[src/rtl/sonet_rx_pkg.sv]
package sonet_rx_pkg;

    typedef enum logic [1:0] {
        ST_HOLD  = 2'd0,
        ST_HUNT  = 2'd1,
        ST_GRACE = 2'd2
    } hunt_state_t;

endpackage

[src/rtl/rx_pattern_shifter.sv]
module rx_pattern_shifter #(
    parameter int          BYTE_W  = 8,
    parameter int          REPEAT  = 3,
    parameter logic [7:0]  A1_CODE = 8'hF6,
    parameter logic [7:0]  A2_CODE = 8'h28,
    localparam int         PAT_W   = 2 * REPEAT * BYTE_W
) (
    input  logic             clk,
    input  logic             rst,
    input  logic             bit_in,
    input  logic             loss,
    output logic [PAT_W-1:0] window,
    output logic             match
);

    logic             line_bit;
    logic [PAT_W-2:0] hist_q;
    logic [PAT_W-1:0] pattern;

    // Line bit is forced low under loss before anything else sees it
    assign line_bit = loss ? 1'b0 : bit_in;
    assign window   = {hist_q, line_bit};

    // First-sent byte of the word occupies the most significant slice
    for (genvar g = 0; g < 2 * REPEAT; g++) begin : g_pat
        if (g < REPEAT) begin : g_a1
            assign pattern[PAT_W-1-g*BYTE_W -: BYTE_W] = A1_CODE[BYTE_W-1:0];
        end else begin : g_a2
            assign pattern[PAT_W-1-g*BYTE_W -: BYTE_W] = A2_CODE[BYTE_W-1:0];
        end
    end

    assign match = (window == pattern);

    always_ff @(posedge clk) begin
        if (rst) begin
            hist_q <= '0;
        end else begin
            hist_q <= window[PAT_W-2:0];
        end
    end

endmodule

[src/rtl/rx_byte_timer.sv]
module rx_byte_timer #(
    parameter int BYTE_W = 8
) (
    input  logic clk,
    input  logic rst,
    input  logic realign,
    output logic boundary,
    output logic byte_clk
);

    localparam int              CNT_W = $clog2(BYTE_W);
    localparam logic [CNT_W-1:0] LAST = CNT_W'(BYTE_W - 1);
    localparam logic [CNT_W-1:0] HALF = CNT_W'(BYTE_W / 2);

    logic [CNT_W-1:0] cnt_q;
    logic [CNT_W-1:0] cnt_nxt;

    assign boundary = (cnt_q == LAST);

    always_comb begin
        if (realign || boundary) begin
            cnt_nxt = '0;
        end else begin
            cnt_nxt = cnt_q + 1'b1;
        end
    end

    always_ff @(posedge clk) begin
        if (rst) begin
            cnt_q    <= '0;
            byte_clk <= 1'b0;
        end else begin
            cnt_q    <= cnt_nxt;
            byte_clk <= (cnt_nxt >= HALF);
        end
    end

endmodule

[src/rtl/rx_hunt_fsm.sv]
module rx_hunt_fsm
    import sonet_rx_pkg::*;
(
    input  logic clk,
    input  logic rst,
    input  logic hunt_en,
    input  logic boundary,
    input  logic match,
    output logic take_frame
);

    hunt_state_t state_q;
    hunt_state_t state_nxt;

    always_ff @(posedge clk) begin
        if (rst) begin
            state_q <= ST_HOLD;
        end else begin
            state_q <= state_nxt;
        end
    end

    always_comb begin
        state_nxt = state_q;
        unique case (state_q)
            ST_HOLD: begin
                if (hunt_en) state_nxt = ST_HUNT;
            end
            ST_HUNT, ST_GRACE: begin
                if (hunt_en)                      state_nxt = ST_HUNT;
                else if (boundary || take_frame)  state_nxt = ST_HOLD;
                else                              state_nxt = ST_GRACE;
            end
            default: state_nxt = ST_HOLD;
        endcase
    end

    always_comb begin
        take_frame = 1'b0;
        unique case (state_q)
            ST_HOLD:           take_frame = match && hunt_en;
            ST_HUNT, ST_GRACE: take_frame = match;
            default:           take_frame = 1'b0;
        endcase
    end

endmodule

[src/rtl/rx_byte_launch.sv]
module rx_byte_launch #(
    parameter int BYTE_W = 8
) (
    input  logic              clk,
    input  logic              rst,
    input  logic              realign,
    input  logic              boundary,
    input  logic [BYTE_W-1:0] new_byte,
    output logic [BYTE_W-1:0] rx_byte,
    output logic              frame_mark
);

    always_ff @(posedge clk) begin
        if (rst) begin
            rx_byte    <= '0;
            frame_mark <= 1'b0;
        end else if (realign) begin
            rx_byte    <= new_byte;
            frame_mark <= 1'b1;
        end else if (boundary) begin
            rx_byte    <= new_byte;
            frame_mark <= 1'b0;
        end
    end

endmodule

[src/rtl/sonet_rx_framer.sv]
module sonet_rx_framer #(
    parameter int         BYTE_W  = 8,
    parameter int         REPEAT  = 3,
    parameter logic [7:0] A1_CODE = 8'hF6,
    parameter logic [7:0] A2_CODE = 8'h28
) (
    input  logic              bit_clk,
    input  logic              rst,
    input  logic              ser_in,
    input  logic              hunt_en,
    input  logic              sig_lost,
    input  logic              lost_active_low,
    output logic              byte_clk,
    output logic [BYTE_W-1:0] rx_byte,
    output logic              frame_mark
);

    localparam int PAT_W = 2 * REPEAT * BYTE_W;

    logic             loss;
    logic [PAT_W-1:0] window;
    logic             match;
    logic             boundary;
    logic             take_frame;

    assign loss = sig_lost ^ lost_active_low;

    rx_pattern_shifter #(
        .BYTE_W (BYTE_W),
        .REPEAT (REPEAT),
        .A1_CODE(A1_CODE),
        .A2_CODE(A2_CODE)
    ) u_shift (
        .clk   (bit_clk),
        .rst   (rst),
        .bit_in(ser_in),
        .loss  (loss),
        .window(window),
        .match (match)
    );

    rx_hunt_fsm u_fsm (
        .clk       (bit_clk),
        .rst       (rst),
        .hunt_en   (hunt_en),
        .boundary  (boundary),
        .match     (match),
        .take_frame(take_frame)
    );

    rx_byte_timer #(
        .BYTE_W(BYTE_W)
    ) u_timer (
        .clk     (bit_clk),
        .rst     (rst),
        .realign (take_frame),
        .boundary(boundary),
        .byte_clk(byte_clk)
    );

    rx_byte_launch #(
        .BYTE_W(BYTE_W)
    ) u_launch (
        .clk       (bit_clk),
        .rst       (rst),
        .realign   (take_frame),
        .boundary  (boundary),
        .new_byte  (window[BYTE_W-1:0]),
        .rx_byte   (rx_byte),
        .frame_mark(frame_mark)
    );

endmodule

[config.mk]
export PLATFORM = sky130hd
export DESIGN_NAME = sonet_rx_framer
export DESIGN_NICKNAME = d
export VERILOG_FILES = /design/src/rtl/sonet_rx_pkg.sv /design/src/rtl/rx_pattern_shifter.sv /design/src/rtl/rx_byte_timer.sv /design/src/rtl/rx_hunt_fsm.sv /design/src/rtl/rx_byte_launch.sv /design/src/rtl/sonet_rx_framer.sv
export SDC_FILE = /design/constraint.sdc
export NUM_CORES = 1
export LEC_CHECK = 0
export ABC_AREA = 1
export BUFFER_PORTS_ARGS = -buffer_cell sky130_fd_sc_hd__buf_2
export CAP_MARGIN = 20
export CORE_UTILIZATION = 25
export DETAILED_ROUTE_END_ITERATION = 12
export PLACE_DENSITY = 0.48
export SLEW_MARGIN = 20
export SYNTH_ARGS = -nofsm -noshare
export SYNTH_HDL_FRONTEND = slang
export SYNTH_SLANG_ARGS = --single-unit
[constraint.sdc]
create_clock -name bit_clk -period 4 [get_ports bit_clk]
set_input_delay 0.2 -clock bit_clk [delete_from_list [all_inputs] [get_ports bit_clk]]
set_output_delay 0.2 -clock bit_clk [all_outputs]
set_load 0.05 [all_outputs]
==> out/qor.txt <==
result of the run = finished, final reports clean
Worst path slowest cell = dfxtp_1
predominant post-synthesis flop cell = dfxtp_1
TritonCTS clock tree = built
clock network fraction of total power = 0.465
power share of the combinational group = 0.032
number of stages on the worst setup path = 11
number of flops mapped to enable cells by yosys = 0
I/O Buffers = 15
longest individual stage delay on the worst path = 0.33 ns
minimum clock period after layout = 1.618 ns
setup repair after global routing missed its margin = false
H-Tree Level Count = 3
fraction of final layout cells sized beyond drive strength 1 = 0.1582
final wirelength = 3.468 mm
Placed Instance Area = 2345 um^2
mean instance size in the synthesized netlist = 7.998 um^2
grt ovf = 0
Root Buffer = clkbuf_8
worst-margin pin slew = 0.8454 ns
crit path kind = flop to flop
Die Height = 95.45 um
number of placement rows = 33
number of DRC violations after detailed-routing iteration 0 = 66
synthesized netlist net count = 283
required time worst endpoint = 4.24 ns
Clock transition at path regs = 0.07 ns
startpoint kind of the worst setup timing path = flop
full die area = 9111 um^2
leakage power summed over all cells = 0.001191 uW
Total Routing Usage GR = 0.09268
critical path data arrival time = 1.86 ns
fraction of power consumed by sequential logic = 0.504
post-layout net count = 302
pin count of the biggest net entering global routing = 47
number of hold violations in the final report = 0
buffer and inverter count on the worst path = 1
cell area after technology mapping = 2183 um^2
Initial Util = 0.2618
power dissipated by switching net loads = 259.6 uW
Net Sw Frac = 0.2124
largest fanout of any net on the critical path = 11
Max Clock Freq = 617.9 MHz
Post-CTS Hold Buffers = 0
count of vias placed by the detailed router = 1,510
sequential-to-total area share from yosys stat = 0.5593
DP HPWL = 2.289 mm
internal power component = 962.3 uW
setup slack on the worst flop-to-flop path = 2.38 ns
async set or reset register ratio after synthesis = 0
post-synth cell types = 22
most numerous cell on the critical path = nand2_1
relative max-transition margin = 0.4364
final antenna diode count = 0
Pwr Density = 478.0 nW/um^2
number of cells on the worst hold path = 3
vias in the first global route = 1,384
setup-violating endpoint count in the final report = 0
total number of clock tree sinks = 61
Peak VDD IR = 216.1 uV
Seq cells post-synth = 61
final period utilization = 0.4046
crit-path cells = ha_1 > nor2_2 > nand2_1 > nor2_1 > nand2_1 > nor2_2 > nand2_4 > nand3_4 > nand2_1 > nand2_1 > inv_1
endpoint kind of the worst setup timing path = flop
number of nets with antenna violations after detailed routing = 0
worst hold slack after final layout = 0.1278 ns
clock insertion delay at the later pin of the skew report = 0.33 ns
initial antenna violation count = 0
CTS Buf Count = 9
worst min-delay path category = input port to flop
Die X-Extent = 95.45 um
post-route cell area = 2556 um^2
post-layout instance count excluding filler cells = 402
synthesized instance count = 273
total negative slack = 0 ns
worst-case clock skew = 0.007120 ns
max-cap viol count = 0
wire length of the first global-routing pass = 6.072 mm
DR vias/cell = 3.756
Clock Tree Buf Depth = 2
detailed-routing iteration count for the pre-antenna-repair pass = 4
number of synthesis warnings = 0
number of cells traversed by the worst register-to-register path = 11
buffer count from post-CTS setup fixing = 0
Routability Congestion = 0.7388
post-route DRC violation count = 0
post-placement cell count = 386
cell family with most CP delay = simple AND/OR/NAND/NOR gates
Core ar. = 8341 um^2
number of max-slew violations in the final report = 0
I/O pin count = 16
per-cell routed wire length = 8.627 um
post-cts gate resize count = 0
Syn-to-layout area delta = 17.08%
[path summary, 6_finish.rpt]
path,startpoint,to
worst max-delay path,u_fsm.state_q[0],u_launch.rx_byte[7]
worst min-delay path,ser_in,u_shift.hist_q[0]
worst max register to register,u_fsm.state_q[0],u_launch.rx_byte[7]
worst min register to register,u_shift.hist_q[33],u_shift.hist_q[34]
[cell usage after synthesis, types with 2 or more instances]
cell type,n,area (um^2)
clkbuf_1,5,18.77
ha_1,4,50.05
inv_2,2,7.510
a21oi_1,3,15.01
nand2_2,6,37.54
inv_1,66,247.7
nor2_2,3,18.77
dfxtp_1,61,1221
nand2_1,37,138.9
nor2_1,61,229.0
nand3b_1,8,60.06
nand3_1,7,35.03
[layout make-up]
class | count | area (um^2)
Clock buffer | 13 | 168.9
Clock inverter | 3 | 42.54
Fill cell | 894 | 5784
Inverter | 68 | 255.2
Multi-Input combinational cell | 137 | 661.9
Sequential cell | 61 | 1221
Tap cell | 105 | 131.4
Timing Repair Buffer | 15 | 75.07
[power groups by stage]
stage | Clock, uW | Combinational [uW] | Sequential (uW)
2_1_floorplan | 0 | 28.0 | 633
3_3_place_gp | 0 | 38.6 | 630
3_5_place_dp | 0 | 39.5 | 629
4_1_cts | 592 | 39.6 | 615
5_1_grt | 623 | 45.3 | 616
6_report | 568 | 38.7 | 616
[worst register-to-register path: stages, from the launching register on]
cell and delay (ns):
dfxtp_1 0.33, ha_1 0.24, nor2_2 0.11, nand2_1 0.05, nor2_1 0.11, nand2_1 0.10
nor2_2 0.14, nand2_4 0.12, nand3_4 0.17, nand2_1 0.07, nand2_1 0.06, inv_1 0.03
[through the flow]
stage	setup WS (ns)	total power [uW]	utilization
after CTS	2.351	1247	0.3065
after global placement	2.298	668.1	0.2811
final	2.382	1222	0.3065
after floorplan	2.429	661.1	-
after global routing	2.211	1284	0.3065
after detailed placement	2.263	668.7	0.2811
[layout by cell type (no fill, tap or decap), types with 2 or more instances in the layout]
master,Yosys,routed
inv_1,66,66
nor2_1,61,61
dfxtp_1,61,61
nand2_1,37,37
buf_2,0,15
clkbuf_8,0,12
nand3b_1,8,8
nand3_1,7,7
nand2_2,6,6
ha_1,4,4
nor2_2,3,3
a21oi_1,3,3
inv_2,2,2
[metal layers]
layer,track usage,routed length (um),vias up
met3,0.05901,185,7
met1,0.1063,1756,666
met5,0,0,-
met4,0.04851,80,0
met2,0.1315,1445,18
li1,-,-,819
[state kept, by name, indices dropped and copies added, names as in the netlist]
name and count:
u_shift.hist_q 47, u_timer.cnt_q 3, u_launch.rx_byte 8, u_fsm.state_q 2, u_launch.frame_mark 1
[cell families after synthesis]
kind of cell,share of synthesized area
and+or+nand+nor,0.2711
buffers and inverters,0.1375
DFF,0.5593
AOI/OAI and AO/OA,0.009165
adders and majority gates,0.02292
Note: power is estimated with default switching activity, not from simulation.
